==> src/rtl/node_combine.sv <==
module node_combine #(
  parameter int FEAT = 4,
  parameter int OUTS = 4
) (
  input  logic                          clk,
  input  logic                          rst_n,
  input  logic                          w_en,
  input  logic [$clog2(2*FEAT)-1:0]     w_row,
  input  logic [$clog2(OUTS)-1:0]       w_col,
  input  logic [15:0]                   w_data,
  input  logic                          in_valid,
  output logic                          in_ready,
  input  logic [15:0]                   in_data,
  output logic                          out_valid,
  input  logic                          out_ready,
  output logic [15:0]                   out_data,
  output logic [15:0]                   out_act,
  output logic                          out_last
);
  localparam int DW    = 16;
  localparam int OFRAC = 14;
  localparam int NIN   = 2 * FEAT;
  localparam int KW    = $clog2(NIN);
  localparam int JW    = $clog2(OUTS);
  localparam int ACC_W = DW + KW + 1;
  localparam int SQ_W  = 2 * DW + 2 * JW + 2;
  localparam int RT_W  = SQ_W / 2;
  localparam int NUM_W = DW + OFRAC;

  typedef enum logic [2:0] {S_IN, S_MAC, S_SQ, S_RT, S_LD, S_DIV, S_OUT} st_t;
  st_t st;

  logic [DW-1:0]    w_mem [NIN][OUTS];
  logic [DW-1:0]    act   [OUTS];
  logic [ACC_W-1:0] acc   [OUTS];
  logic [DW-1:0]    x_r;
  logic [KW-1:0]    k, k_r;
  logic             mac_go;
  logic [JW-1:0]    idx;
  logic [SQ_W-1:0]  sq, rt_op, rt_res, rt_one;
  logic [RT_W-1:0]  root;
  logic [RT_W:0]    rem;
  logic [NUM_W-1:0] num;
  logic [5:0]       dcnt;

  function automatic logic [DW-1:0] prod_q(input logic [DW-1:0] a, input logic [DW-1:0] b);
    logic signed [2*DW-1:0] p, r;
    p = $signed(a) * $signed(b);
    r = (p + 32'sd128) >>> 8;
    if (r > 32'sd32767) return 16'h7FFF;
    else if (r < -32'sd32768) return 16'h8000;
    else return r[DW-1:0];
  endfunction

  function automatic logic [DW-1:0] relu_sat(input logic [ACC_W-1:0] s);
    if (s[ACC_W-1]) return '0;
    else if (s > ACC_W'(32767)) return 16'h7FFF;
    else return s[DW-1:0];
  endfunction

  wire accept = in_valid && in_ready;
  wire clr    = (st == S_MAC) && !mac_go;
  wire [SQ_W-1:0] sq_term = SQ_W'(act[idx]) * SQ_W'(act[idx]);
  wire [SQ_W-1:0] rt_try  = rt_res + rt_one;
  wire [RT_W:0]   rem_sh  = {rem[RT_W-1:0], num[NUM_W-1]};

  assign in_ready  = (st == S_IN);
  assign out_valid = (st == S_OUT);
  assign out_data  = num[DW-1:0];
  assign out_act   = act[idx];
  assign out_last  = (st == S_OUT) && (idx == JW'(OUTS - 1));

  always_ff @(posedge clk)
    if (w_en) w_mem[w_row][w_col] <= w_data;

  for (genvar g = 0; g < OUTS; g++) begin : g_pe
    logic [DW-1:0] pr;
    assign pr = prod_q(x_r, w_mem[k_r][g]);
    always_ff @(posedge clk)
      if (!rst_n || clr) acc[g] <= '0;
      else if (mac_go)   acc[g] <= acc[g] + {{(ACC_W-DW){pr[DW-1]}}, pr};
  end

  always_ff @(posedge clk) begin
    if (!rst_n) begin
      st     <= S_IN;
      k      <= '0;
      k_r    <= '0;
      x_r    <= '0;
      mac_go <= 1'b0;
      idx    <= '0;
      sq     <= '0;
      rt_op  <= '0;
      rt_res <= '0;
      rt_one <= '0;
      root   <= '0;
      rem    <= '0;
      num    <= '0;
      dcnt   <= '0;
      for (int j = 0; j < OUTS; j++) act[j] <= '0;
    end else begin
      mac_go <= accept;
      if (accept) begin
        x_r <= in_data;
        k_r <= k;
        k   <= k + 1'b1;
        if (k == KW'(NIN - 1)) st <= S_MAC;
      end
      case (st)
        S_MAC: if (!mac_go) begin
          for (int j = 0; j < OUTS; j++) act[j] <= relu_sat(acc[j]);
          idx <= '0;
          sq  <= '0;
          st  <= S_SQ;
        end
        S_SQ: begin
          sq  <= sq + sq_term;
          idx <= idx + 1'b1;
          if (idx == JW'(OUTS - 1)) begin
            rt_op  <= sq + sq_term;
            rt_res <= '0;
            rt_one <= SQ_W'(1) << (SQ_W - 2);
            st     <= S_RT;
          end
        end
        S_RT: begin
          if (rt_one == '0) begin
            root <= rt_res[RT_W-1:0];
            idx  <= '0;
            st   <= S_LD;
          end else begin
            if (rt_op >= rt_try) begin
              rt_op  <= rt_op - rt_try;
              rt_res <= (rt_res >> 1) + rt_one;
            end else
              rt_res <= rt_res >> 1;
            rt_one <= rt_one >> 2;
          end
        end
        S_LD: begin
          rem  <= '0;
          dcnt <= '0;
          if (root == '0) begin
            num <= '0;
            st  <= S_OUT;
          end else begin
            num <= {act[idx], {OFRAC{1'b0}}};
            st  <= S_DIV;
          end
        end
        S_DIV: begin
          if (rem_sh >= {1'b0, root}) begin
            rem <= rem_sh - {1'b0, root};
            num <= {num[NUM_W-2:0], 1'b1};
          end else begin
            rem <= rem_sh;
            num <= {num[NUM_W-2:0], 1'b0};
          end
          dcnt <= dcnt + 1'b1;
          if (dcnt == 6'(NUM_W - 1)) st <= S_OUT;
        end
        S_OUT: if (out_ready) begin
          if (idx == JW'(OUTS - 1)) begin
            k  <= '0;
            st <= S_IN;
          end else begin
            idx <= idx + 1'b1;
            st  <= S_LD;
          end
        end
        default: ;
      endcase
    end
  end

  assert_hold_R8: assert property (@(posedge clk) disable iff (!rst_n)
    out_valid && !out_ready |=> out_valid && $stable(out_data) && $stable(out_act) && $stable(out_last));
  assert_busy_R9: assert property (@(posedge clk) disable iff (!rst_n)
    out_valid |-> !in_ready);
  assert_relu_R4: assert property (@(posedge clk) disable iff (!rst_n)
    out_valid |-> !out_act[15]);
  assert_unit_R5: assert property (@(posedge clk) disable iff (!rst_n)
    out_valid |-> out_data <= 16'd16384);
  assert_zero_R6: assert property (@(posedge clk) disable iff (!rst_n)
    out_valid && out_act == '0 |-> out_data == '0);
  assert_last_R7: assert property (@(posedge clk) disable iff (!rst_n)
    out_last |-> out_valid);
endmodule

==> config.mk <==
export PLATFORM = sky130hd
export DESIGN_NAME = node_combine
export DESIGN_NICKNAME = d
export VERILOG_FILES = /design/src/rtl/node_combine.sv
export SDC_FILE = /design/constraint.sdc
export NUM_CORES = 2
export LEC_CHECK = 0
export CORE_MARGIN = 3
export CORE_UTILIZATION = 60
export DETAILED_ROUTE_END_ITERATION = 10
export PLACE_DENSITY = 0.82
export SETUP_SLACK_MARGIN = 0.4
export SKIP_CTS_REPAIR_TIMING = 1
export SYNTH_ARGS = -nofsm -noshare
export SYNTH_HDL_FRONTEND = slang
export SYNTH_SLANG_ARGS = --single-unit
==> constraint.sdc <==
create_clock -name clk -period 13.8 [get_ports clk]
set_input_delay 2.76 -clock clk [delete_from_list [all_inputs] [get_ports clk]]
set_output_delay 2.76 -clock clk [all_outputs]
set_load 0.02 [all_outputs]
==> out/results.txt <==
RSZ-0062 raised after global routing: no
crit path DAT: 13.20 ns
Pwr Density: 206 nW/µm²
maximum fanout along the worst path: 42
post-place setup slack: 0.861 ns
worst min-delay path class: reg2reg
final setup vio count: 0
DR pass1 iterations: 7
slowest CP cell: dfxtp_4
worst slew pin tran: 1.38 ns
drt drc: 0
library cells used by synthesis: 95
number of buffers created by CTS: 91
Port Buf Inserts: 76
clk_skew: 0.0504 ns
row count: 141
Post-Syn Area: 89500 µm²
met2 Use GR: 49.5%
max incr delay on CP: 0.74 ns
fin crit share: 91.7%
Syn Inst Count: 8752
area grow syn2layout: 6.89%
GRT Max-Usage Layer: met2
total track usage: 30.2%
CP most frequent cell: fa_1
met3 GRT Util: 6.49%
fmax: 79.0 MHz
Avg Inst Size Synth: 10.2 µm²
max_cap viols: 0
htree depth: 3
Max Root-Sink Buffers: 3
Crit. End Element: flip-flop
DP HPWL: 165000 µm
Pwr Total: 19.7 mW
routed length per instance: 21.3 µm
met1 Use GR: 38.0%
Area after DPL: 92400 µm²
combinational share of power: 70.2%
via-per-instance ratio: 5.98
FILL cells: 10700
sequential share of the synthesized area: 27.4%
sequential power share: 16.4%
number of global-route vias before repair: 68100
status: finished clean
boundary pin count: 77
final net count: 10600
Vias: 64000
Die X: 392 µm
synth warn: 0
Req. time, crit path: 14.35 ns
sw frac: 47.7%
TritonCTS clock tree: done
Crit Path Category: reg2reg
Starting Density: 60.5%
Root Driver: clkbuf_16
Setup TNS Final: 0 ns
startpoint types: flip-flop
share of layout cells above drive strength 1: 6.29%
largest net degree at the start of global routing: 88
Fin. Hold Viols: 0
RD Place Congestion: 0.938
setup slack after layout: 1.14 ns
finished layout cell area: 95700 µm²
Detail Route Antenna Nets: 0
die height: 392 µm
asr flop ratio synth: 0%
fin. max-slew vios: 0
Leak: 42.6 nW
Post-synth EDFFs: 656
Primary FF master, synth: edfxtp_1
WL final: 228000 µm
initial antenna violation count: 10
Seq cells post-synth: 896
Core ar.: 148000 µm²
Clk pwr share: 13.4%
Post-Route Utilization: 64.6%
Worst IR Drop VDD: 0.268 mV
Reg clk slew, reported paths: 0.07 ns
clk_lat worst skew: 0.75 ns
Clock Sinks: 896
most common cell after layout, fill and taps aside: inv_1
global route total overflow: 0
Slew headroom: 7.65%
minimum clock period: 12.66 ns
Cell Int Power: 10.3 mW
net switching power: 9.41 mW
first-pass GRT wire length: 364000 µm
initial drt markers: 5963
Total Die Area: 154000 µm²
most frequent cells in the layout: inv_1 (1595), fa_1 (1249), nand2_1 (938)
power by group through the flow:
stage / Clock (mW) / Sequential, mW / Combinational [mW]
2_1_floorplan: 0 / 3.21 / 10.6
3_3_place_gp: 0 / 3.29 / 12.9
3_5_place_dp: 0 / 3.29 / 13.6
4_1_cts: 2.67 / 3.24 / 13.7
5_1_grt: 2.77 / 3.25 / 15.5
6_report: 2.65 / 3.24 / 13.9
sequential cells by signal, indices dropped and copies added (netlist names), 30 cells and up, named ones only:
| name | flops |
|---|---|
| num | 30 |
| w_mem | 512 |
| rt_res | 38 |
| sq | 38 |
| rt_op | 38 |
| acc | 80 |
| act | 64 |
metrics by stage:
stage / std cells / hold slack, ns
global placement: 10500 / 0.444
detailed placement: 10500 / 0.451
global route: 10700 / 0.487
CTS: 10700 / 0.460
floorplan: 8755 / 0.436
finish: 10700 / 0.459
cell usage after synthesis, drive strengths merged (20+ instances only):
| cell | number | area share [%] |
|---|---|---|
| inv | 1597 | 6.7 |
| nor3 | 115 | 0.64 |
| o21ai | 234 | 1.3 |
| xnor2 | 194 | 1.9 |
| a211oi | 37 | 0.31 |
| a31oi | 63 | 0.45 |
| nand4 | 24 | 0.17 |
| o21bai | 38 | 0.32 |
| buf | 56 | 0.35 |
| ha | 592 | 8.3 |
| a21boi | 22 | 0.18 |
| or2 | 30 | 0.21 |
| and3 | 32 | 0.22 |
| o21a | 86 | 0.72 |
| dfxtp | 240 | 5.4 |
| clkbuf | 323 | 1.4 |
| mux2i | 66 | 0.74 |
| xor2 | 113 | 1.1 |
| nor2 | 470 | 2.0 |
| nor4 | 20 | 0.15 |
| mux4 | 126 | 3.2 |
| and2 | 155 | 1.1 |
| nand2 | 940 | 3.9 |
| nor2b | 359 | 2.5 |
| or3 | 27 | 0.19 |
| mux2 | 36 | 0.45 |
| edfxtp | 656 | 22 |
| a21o | 120 | 1.0 |
| a21oi | 279 | 1.6 |
| a22oi | 54 | 0.45 |
| nand3 | 98 | 0.55 |
| fa | 1249 | 28 |
| nand2b | 104 | 0.73 |
cell families (layout without fill, tap and decap cells):
group / Yosys count / in the layout / share of synthesized area, %
other: 1 / 10 / 0.00419
buffers and inverters: 1985 / 2000 / 8.44
and+or+nand+nor: 2426 / 2426 / 12.8
AOI/OAI and AO/OA: 1067 / 1067 / 7.75
adders and majority gates: 1841 / 1841 / 36.2
muxes: 228 / 228 / 4.36
xor gates and xnor gates: 308 / 308 / 3.03
DFF: 896 / 896 / 27.4
area by class of cell:
| cell class | count | area (µm²) | area share, % |
|---|---|---|---|
| diodes | 6 | 15.0 | 0.0157 |
| clock buffers | 110 | 2410 | 2.52 |
| clock inverters | 59 | 757 | 0.791 |
| inverters | 1606 | 6030 | 6.30 |
| multi-input cells | 5874 | 57600 | 60.2 |
| flip-flops and latches | 896 | 24500 | 25.6 |
| well taps | 1930 | 2410 | 2.52 |
| repair buffers | 225 | 1960 | 2.05 |
routing by layer:
layer	vias up	wire [µm]
li1	28000	-
met1	31700	83700
met2	3423	108000
met3	839	23300
met4	4	13200
met5	-	26
worst paths after layout:
path	endpoint	start	cells past startpoint	slack, ns
max reg2reg	acc[0][18]	flip-flop	44	1.14
max	acc[0][18]	flip-flop	44	1.14
min	rt_op[2]	rt_op[2]	2	0.46
min reg2reg	rt_op[2]	rt_op[2]	2	0.46
critical path, delay by kind of cell, from the launching register on:
family	cells	cell delay, ns
flip-flops	1	0.74
adder cells (fa/ha/maj)	9	3.91
multiplexers	2	0.90
buffers and inverters	5	0.63
AND/OR/NAND/NOR	7	1.39
AO/OA/AOI/OAI	21	4.83
No activity file was read; power rests on OpenSTA's default activity.
